==> config.mk <==
export PLATFORM = sky130hd
export DESIGN_NAME = br_resolve_unit
export DESIGN_NICKNAME = d
export VERILOG_FILES = /design/src/rtl/brc_pkg.sv /design/src/rtl/brc_scoreboard.sv /design/src/rtl/brc_predictor.sv /design/src/rtl/brc_tracker.sv /design/src/rtl/br_resolve_unit.sv
export SDC_FILE = /design/constraint.sdc
export NUM_CORES = 1
export LEC_CHECK = 0
export ABC_AREA = 1
export BUFFER_PORTS_ARGS = -buffer_cell sky130_fd_sc_hd__buf_4
export CORE_UTILIZATION = 55
export CTS_CLUSTER_DIAMETER = 100
export DETAILED_ROUTE_END_ITERATION = 6
export GPL_TIMING_DRIVEN = 0
export PLACE_DENSITY = 0.77
export SETUP_SLACK_MARGIN = 0.2
export SYNTH_ARGS = -nofsm -noshare
export SYNTH_HDL_FRONTEND = slang
export SYNTH_SLANG_ARGS = --single-unit
export TNS_END_PERCENT = 20
==> constraint.sdc <==
create_clock -name clk -period 2.3 [get_ports clk]
set_clock_uncertainty 0.15 [all_clocks]
set_input_delay 0.345 -clock clk [delete_from_list [all_inputs] [get_ports clk]]
set_output_delay 0.345 -clock clk [all_outputs]
set_load 0.005 [all_outputs]
==> src/rtl/brc_pkg.sv <==
package brc_pkg;
    // state of the single outstanding-branch tracker
    typedef enum logic [0:0] {
        TRK_IDLE = 1'b0,
        TRK_WAIT = 1'b1
    } trk_state_e;

    // static direction guess: backward branches are taken by default, hint flips it
    function automatic logic static_guess(input logic backward, input logic hint);
        return backward ^ hint;
    endfunction
endpackage

==> src/rtl/brc_scoreboard.sv <==
module brc_scoreboard #(
    parameter int CR_BITS = 32,
    parameter int CNT_W   = 3,
    localparam int IDX_W  = $clog2(CR_BITS)
) (
    input  logic             clk,
    input  logic             rst_n,
    input  logic             wr_vld,
    input  logic [IDX_W-1:0] wr_idx,
    input  logic             wb_vld,
    input  logic [IDX_W-1:0] wb_idx,
    input  logic             wb_val,
    input  logic [IDX_W-1:0] rd_idx,
    output logic [CNT_W-1:0] rd_cnt_next,
    output logic             rd_val_next
);
    localparam logic [CNT_W-1:0] CNT_MAX = '1;

    typedef struct packed {
        logic [CR_BITS-1:0][CNT_W-1:0] cnt;
        logic [CR_BITS-1:0]            cr;
    } sb_t;

    sb_t sb_d, sb_q;
    logic [CR_BITS-1:0] inc_hit;
    logic [CR_BITS-1:0] dec_hit;

    // one-hot decode of the issue and writeback indices
    for (genvar g = 0; g < CR_BITS; g++) begin : g_bit
        assign inc_hit[g] = wr_vld && (wr_idx == IDX_W'(g));
        assign dec_hit[g] = wb_vld && (wb_idx == IDX_W'(g));
    end

    always_comb begin
        sb_d = sb_q;
        for (int i = 0; i < CR_BITS; i++) begin
            case ({inc_hit[i], dec_hit[i]})
                2'b10: if (sb_q.cnt[i] != CNT_MAX) sb_d.cnt[i] = sb_q.cnt[i] + 1'b1;
                2'b01: if (sb_q.cnt[i] != '0)      sb_d.cnt[i] = sb_q.cnt[i] - 1'b1;
                // a writeback on an idle bit is stray; the new issue still counts
                2'b11: if (sb_q.cnt[i] == '0)      sb_d.cnt[i] = CNT_W'(1);
                default: ;
            endcase
            if (dec_hit[i]) sb_d.cr[i] = wb_val;
        end
    end

    always_ff @(posedge clk) begin
        if (!rst_n) sb_q <= '0;
        else        sb_q <= sb_d;
    end

    // read the post-update view so same-cycle writebacks are forwarded
    assign rd_cnt_next = sb_d.cnt[rd_idx];
    assign rd_val_next = sb_d.cr[rd_idx];
endmodule

==> src/rtl/brc_predictor.sv <==
module brc_predictor #(
    parameter int ADDR_W = 32
) (
    input  logic              backward,
    input  logic              hint,
    input  logic [ADDR_W-1:0] target,
    input  logic [ADDR_W-1:0] fallthru,
    output logic              guess_taken,
    output logic [ADDR_W-1:0] alt_addr
);
    import brc_pkg::*;

    always_comb begin
        guess_taken = static_guess(backward, hint);
        // the path fetch must fall back to if the guess turns out wrong
        alt_addr    = guess_taken ? fallthru : target;
    end
endmodule

==> src/rtl/brc_tracker.sv <==
module brc_tracker #(
    parameter int CR_BITS = 32,
    parameter int CNT_W   = 3,
    parameter int ADDR_W  = 32,
    localparam int IDX_W  = $clog2(CR_BITS)
) (
    input  logic              clk,
    input  logic              rst_n,
    input  logic              br_vld,
    input  logic [IDX_W-1:0]  br_idx,
    input  logic              br_sense,
    input  logic              guess_taken,
    input  logic [ADDR_W-1:0] alt_addr,
    input  logic [CNT_W-1:0]  rd_cnt_next,
    input  logic              rd_val_next,
    input  logic              wb_vld,
    input  logic [IDX_W-1:0]  wb_idx,
    input  logic              wb_val,
    output logic              br_stall,
    output logic              busy,
    output logic              res_vld,
    output logic              res_taken,
    output logic              res_spec,
    output logic              flush,
    output logic              redirect,
    output logic [ADDR_W-1:0] redirect_addr
);
    import brc_pkg::*;

    typedef struct packed {
        trk_state_e        st;
        logic [IDX_W-1:0]  idx;
        logic              sense;
        logic              guess;
        logic [CNT_W-1:0]  older;   // writers still owed to the waiting branch
        logic [ADDR_W-1:0] alt;
        logic              res_vld;
        logic              res_taken;
        logic              res_spec;
        logic              flush;
        logic              redirect;
        logic [ADDR_W-1:0] redir_addr;
    } trk_t;

    trk_t t_d, t_q;
    logic accept;
    logic own_wb;
    logic actual;

    assign accept = br_vld && (t_q.st == TRK_IDLE);
    assign own_wb = wb_vld && (wb_idx == t_q.idx) && (t_q.older != '0);
    assign actual = (wb_val == t_q.sense);

    always_comb begin
        t_d          = t_q;
        t_d.res_vld  = 1'b0;
        t_d.flush    = 1'b0;
        t_d.redirect = 1'b0;
        if (t_q.st == TRK_WAIT) begin
            if (own_wb) begin
                t_d.older = t_q.older - 1'b1;
                if (t_q.older == CNT_W'(1)) begin
                    t_d.st = TRK_IDLE;
                    if (actual != t_q.guess) begin
                        t_d.flush      = 1'b1;
                        t_d.redirect   = 1'b1;
                        t_d.redir_addr = t_q.alt;
                    end
                end
            end
        end else if (accept) begin
            t_d.res_vld = 1'b1;
            if (rd_cnt_next == '0) begin
                t_d.res_spec  = 1'b0;
                t_d.res_taken = (rd_val_next == br_sense);
            end else begin
                t_d.st        = TRK_WAIT;
                t_d.idx       = br_idx;
                t_d.sense     = br_sense;
                t_d.guess     = guess_taken;
                t_d.older     = rd_cnt_next;
                t_d.alt       = alt_addr;
                t_d.res_spec  = 1'b1;
                t_d.res_taken = guess_taken;
            end
        end
    end

    always_ff @(posedge clk) begin
        if (!rst_n) t_q <= '0;
        else        t_q <= t_d;
    end

    assign br_stall      = br_vld && (t_q.st == TRK_WAIT);
    assign busy          = (t_q.st == TRK_WAIT);
    assign res_vld       = t_q.res_vld;
    assign res_taken     = t_q.res_taken;
    assign res_spec      = t_q.res_spec;
    assign flush         = t_q.flush;
    assign redirect      = t_q.redirect;
    assign redirect_addr = t_q.redir_addr;
endmodule

==> src/rtl/br_resolve_unit.sv <==
module br_resolve_unit #(
    parameter int CR_BITS = 32,
    parameter int CNT_W   = 3,
    parameter int ADDR_W  = 32,
    localparam int IDX_W  = $clog2(CR_BITS)
) (
    input  logic              clk,
    input  logic              rst_n,
    input  logic              wr_issue_vld,
    input  logic [IDX_W-1:0]  wr_issue_idx,
    input  logic              wb_vld,
    input  logic [IDX_W-1:0]  wb_idx,
    input  logic              wb_val,
    input  logic              br_vld,
    input  logic [IDX_W-1:0]  br_idx,
    input  logic              br_sense,
    input  logic              br_backward,
    input  logic              br_hint,
    input  logic [ADDR_W-1:0] br_target,
    input  logic [ADDR_W-1:0] br_fallthru,
    output logic              br_stall,
    output logic              busy,
    output logic              res_vld,
    output logic              res_taken,
    output logic              res_spec,
    output logic              flush,
    output logic              redirect,
    output logic [ADDR_W-1:0] redirect_addr
);
    logic [CNT_W-1:0]  rd_cnt_next;
    logic              rd_val_next;
    logic              guess_taken;
    logic [ADDR_W-1:0] alt_addr;

    brc_scoreboard #(.CR_BITS(CR_BITS), .CNT_W(CNT_W)) i_sb (
        .clk         (clk),
        .rst_n       (rst_n),
        .wr_vld      (wr_issue_vld),
        .wr_idx      (wr_issue_idx),
        .wb_vld      (wb_vld),
        .wb_idx      (wb_idx),
        .wb_val      (wb_val),
        .rd_idx      (br_idx),
        .rd_cnt_next (rd_cnt_next),
        .rd_val_next (rd_val_next)
    );

    brc_predictor #(.ADDR_W(ADDR_W)) i_pred (
        .backward    (br_backward),
        .hint        (br_hint),
        .target      (br_target),
        .fallthru    (br_fallthru),
        .guess_taken (guess_taken),
        .alt_addr    (alt_addr)
    );

    brc_tracker #(.CR_BITS(CR_BITS), .CNT_W(CNT_W), .ADDR_W(ADDR_W)) i_trk (
        .clk           (clk),
        .rst_n         (rst_n),
        .br_vld        (br_vld),
        .br_idx        (br_idx),
        .br_sense      (br_sense),
        .guess_taken   (guess_taken),
        .alt_addr      (alt_addr),
        .rd_cnt_next   (rd_cnt_next),
        .rd_val_next   (rd_val_next),
        .wb_vld        (wb_vld),
        .wb_idx        (wb_idx),
        .wb_val        (wb_val),
        .br_stall      (br_stall),
        .busy          (busy),
        .res_vld       (res_vld),
        .res_taken     (res_taken),
        .res_spec      (res_spec),
        .flush         (flush),
        .redirect      (redirect),
        .redirect_addr (redirect_addr)
    );
endmodule

==> results.sh <==
export IMPL_detailedPlacementHpwl_um=42800
export IMPL_worstPathMaxFanout=10
export IMPL_pwr_total_mw=10.2
export IMPL_avgViaCountPerCell=5.75
export IMPL_finalNonFillerCells=3231
export IMPL_yosysSeqAreaShare_pct=25.7
export IMPL_rsz_0062_raised_after_global_routing="true"
export IMPL_simple_gate_share_of_the_synthesized_area_pct=42.3
export IMPL_nets=3047
export IMPL_number_of_remaining_drc_errors=0
export IMPL_grt_max_degree=14
export IMPL_area_growth_syn_to_layout_pct=23.8
export IMPL_die_h_um=173
export IMPL_core_rowCount=62
export IMPL_regArea_mm2=0.00420
export IMPL_synthesis_area_per_instance_um2=6.14
export IMPL_core_mm2=0.0288
export IMPL_clock_pin_slew_of_the_registers_on_the_worst_case_setup_and_hold_paths_ns=0.06
export IMPL_pwr_share_seq_pct=37.5
export IMPL_globalRouteTotalUtil_pct=36.8
export IMPL_worstMarginPinSlew_ns=1.14
export IMPL_final_min_clock_period_ns=2.91
export IMPL_placedInstanceArea_mm2=0.0176
export IMPL_hold_path_class="in -> reg"
export IMPL_worst_setup_path_end_kind="register"
export IMPL_comb_power_share_pct=20.8
export IMPL_route_detailed_wl_per_inst_um=18.1
export IMPL_die_span_in_x_um=173
export IMPL_synth_mux_area_share_pct=2.30
export IMPL_final_area_mm2=0.0199
export IMPL_synth_top_area_cell="dfxtp_1"
export IMPL_status="finished with violations"
export IMPL_start_kind="input pin"
export IMPL_finalSetupViolations=77
export IMPL_cts_root_to_sink_buffers=3
export IMPL_final_clock_period_utilization_by_the_worst_path_pct=127
export IMPL_first_pass_iters=6
export IMPL_grt_pass1_vias=16500
export IMPL_finalWirelength_um=58600
export IMPL_hold_slack_ns=-0.00254
export IMPL_clock_sink_count=207
export IMPL_netlist_area_leader_share_pct=25.7
export IMPL_cts_inserted_buffers=25
export IMPL_n_fill_cell=2579
export IMPL_timing_final_hold_violations=1
export IMPL_routabilityCongestion=1.04
export IMPL_p_int_mw=7.05
export IMPL_maxClockFrequency_mhz=343
export IMPL_grt_first_pass_wirelength_um=87700
export IMPL_slew_violations=0
export IMPL_final_layout_size_suffix_gt1_share_pct=21.7
export IMPL_ctsRootBufferMaster="clkbuf_16"
export IMPL_post_synth_inst_count=2625
export IMPL_maxCapViolCount=0
export IMPL_grt_antenna_before_repair=0
export IMPL_cp_arrival_ns=3.24
export IMPL_io_pins=127
export IMPL_power_frac_clock_pct=41.7
export IMPL_synth_adder_area_share_pct=10.2
export IMPL_cell_types_with_the_largest_area_share_after_synthesis="dfxtp_1 26%, nand2_1 17%, nand3_1 13%"
export IMPL_design_die_area_mm2=0.0300
export IMPL_multi_input_gate_area_mm2=0.0111
export IMPL_dp_cells=3131
export IMPL_tritoncts="yes"
export IMPL_layout_commonest_cell="nand2_1"
export IMPL_post_route_antenna_net_violation_count=0
export IMPL_worstSetupPathType="in -> reg"
export IMPL_synth_top_family_by_area="simple AND/OR/NAND/NOR gates"
export IMPL_number_of_distinct_standard_cells_referenced_by_the_synthesized_netlist=35
export IMPL_mappedNetlistNets=2844
export IMPL_peakVddDrop_uv=511
export IMPL_slew_headroom_pct=24.0
export IMPL_initial_utilization_pct=56.0
export IMPL_synth_yosys_warnings=0
export IMPL_cp_data_required_time_ns=2.63
export IMPL_synth_compound_area_share_pct=7.29
export IMPL_p_sw_mw=3.11
export IMPL_io_buffer_count=122
export IMPL_leakage_nw=9.48
export IMPL_final_core_util_pct=69.3
export IMPL_diodes=0
export IMPL_htreeDepth=1
export IMPL_synth_seq_cells=207
export IMPL_clock_latency_ns=0.55
export IMPL_failed_checks="negative hold slack, negative setup slack"
export IMPL_routed_via_count=18600
export IMPL_fin_ws_ns=-0.615
export IMPL_dp_worst_setup_slack_ns=-1.55
export IMPL_power_switching_fraction_pct=30.6
export IMPL_layout_common_cells="675 x nand2_1, 363 x nand3_1, 272 x nor2_1"
export IMPL_post_synth_instance_area_mm2=0.0161
export IMPL_global_route_overflow_total=0
export IMPL_dr_first_iter_drc_count=2124
export IMPL_synth_xor_area_share_pct=1.31
export IMPL_power_density_mw_per_mm2=510
timing repair:
item / in CTS / in global routing
cloned: 2 / 2
hold endpoints to repair: 5 / 0
setup buffers: 15 / 29
hold buffers: 6 / 0
endpoints found under the setup margin: 77 / 77
resized for setup: 145 / 222
pin swaps: 18 / 43
worst max-delay path, stage by stage:
cell and delay, ns:
clkbuf_1 0.71, inv_1 0.45, clkbuf_1 0.45, nand2_1 0.17, nand3_1 0.13, nand3_2 0.16
nand2_2 0.10, nand3_4 0.16, nand2_8 0.13, buf_8 0.18, nand2_2 0.06, nand2_2 0.05
nor2_2 0.14
per-stage QoR:
stage	setup TNS, ns	hold slack (ns)
floorplan	-7.99	0.280
global placement	-91.22	0.286
detailed placement	-94.96	0.293
CTS	-27.61	0.000765
global route	-46.01	0.0193
finish	-33.91	-0.00254
power groups by stage:
stage / registers [mW] / logic [mW] / clock network [mW]
floorplan: 3.86 / 1.16 / 0
global placement: 3.87 / 1.69 / 0
detailed placement: 3.88 / 1.73 / 0
CTS: 3.80 / 1.90 / 4.20
global route: 3.82 / 2.28 / 4.35
finish: 3.81 / 2.12 / 4.24
Yosys cell counts:
master	count
buf_6	1
or2_2	1
nor2_1	333
o21ai_1	6
mux2_2	32
xnor2_1	2
buf_4	37
nand3b_1	33
dfxtp_1	207
nand3_2	2
o211ai_1	1
o221ai_1	8
a31oi_1	6
buf_2	14
nor2_2	21
nor4_1	2
o21ai_0	110
xor2_1	22
nor3_1	23
buf_1	10
inv_2	7
o22ai_1	5
nand3_1	406
clkbuf_1	50
inv_1	304
nor2_4	4
ha_1	131
nand2_1	716
a21o_1	1
nand4_1	39
nor3b_1	2
a21oi_1	86
mux2i_1	1
a221oi_1	1
nand2_4	1
worst paths after layout:
kind | slack (ns) | depth (start not counted) | from | endpoint
setup reg to reg | -0.56 | 22 | i_sb.sb_q[42] | i_trk.t_q[75]
hold / removal | -0.003 | 4 | br_fallthru[22] | i_trk.t_q[59]
hold reg to reg | 0.30 | 2 | i_trk.t_q[54] | i_trk.redirect_addr[17]
setup / recovery | -0.61 | 13 | br_idx[2] | i_trk.t_q[53]
sequential cells by signal, indices dropped and copies added (netlist names):
signal,count
i_trk.res_spec,1
i_sb.sb_q,128
i_trk.t_q,42
i_trk.redirect,1
i_trk.busy,1
i_trk.res_taken,1
i_trk.res_vld,1
i_trk.redirect_addr,32
routing by layer:
metal | part of all wire, % | wire length [um] | global-route usage [%] | vias to the layer above
met5 | 0 | 0 | 0 | -
met2 | 44 | 26000 | 58.6 | 972
met1 | 41 | 24100 | 49.2 | 8562
met4 | 4.2 | 2450 | 15.6 | 0
met3 | 10 | 6000 | 6.31 | 164
li1 | - | - | - | 8872
layout make-up:
cell class                      count  share of cell area (%)
Multi-Input combinational cell   1996                    55.7
Sequential cell                   207                    21.0
Timing Repair Buffer              175                    6.94
Inverter                          311                    6.04
Clock buffer                       36                    3.64
Buffer                            112                    3.59
Tap cell                          384                    2.41
Clock inverter                     10                   0.659
cells by family (layout without fill, tap and decap cells):
logic type,after synthesis,count (layout)
AND/OR/NAND/NOR,1583,1584
buffers and inverters,423,644
AO/OA/AOI/OAI,224,224
flip-flops,207,207
adder cells (fa/ha/maj),131,131
multiplexers,33,33
XOR/XNOR,24,24
No activity file was read; power rests on OpenSTA's default activity.
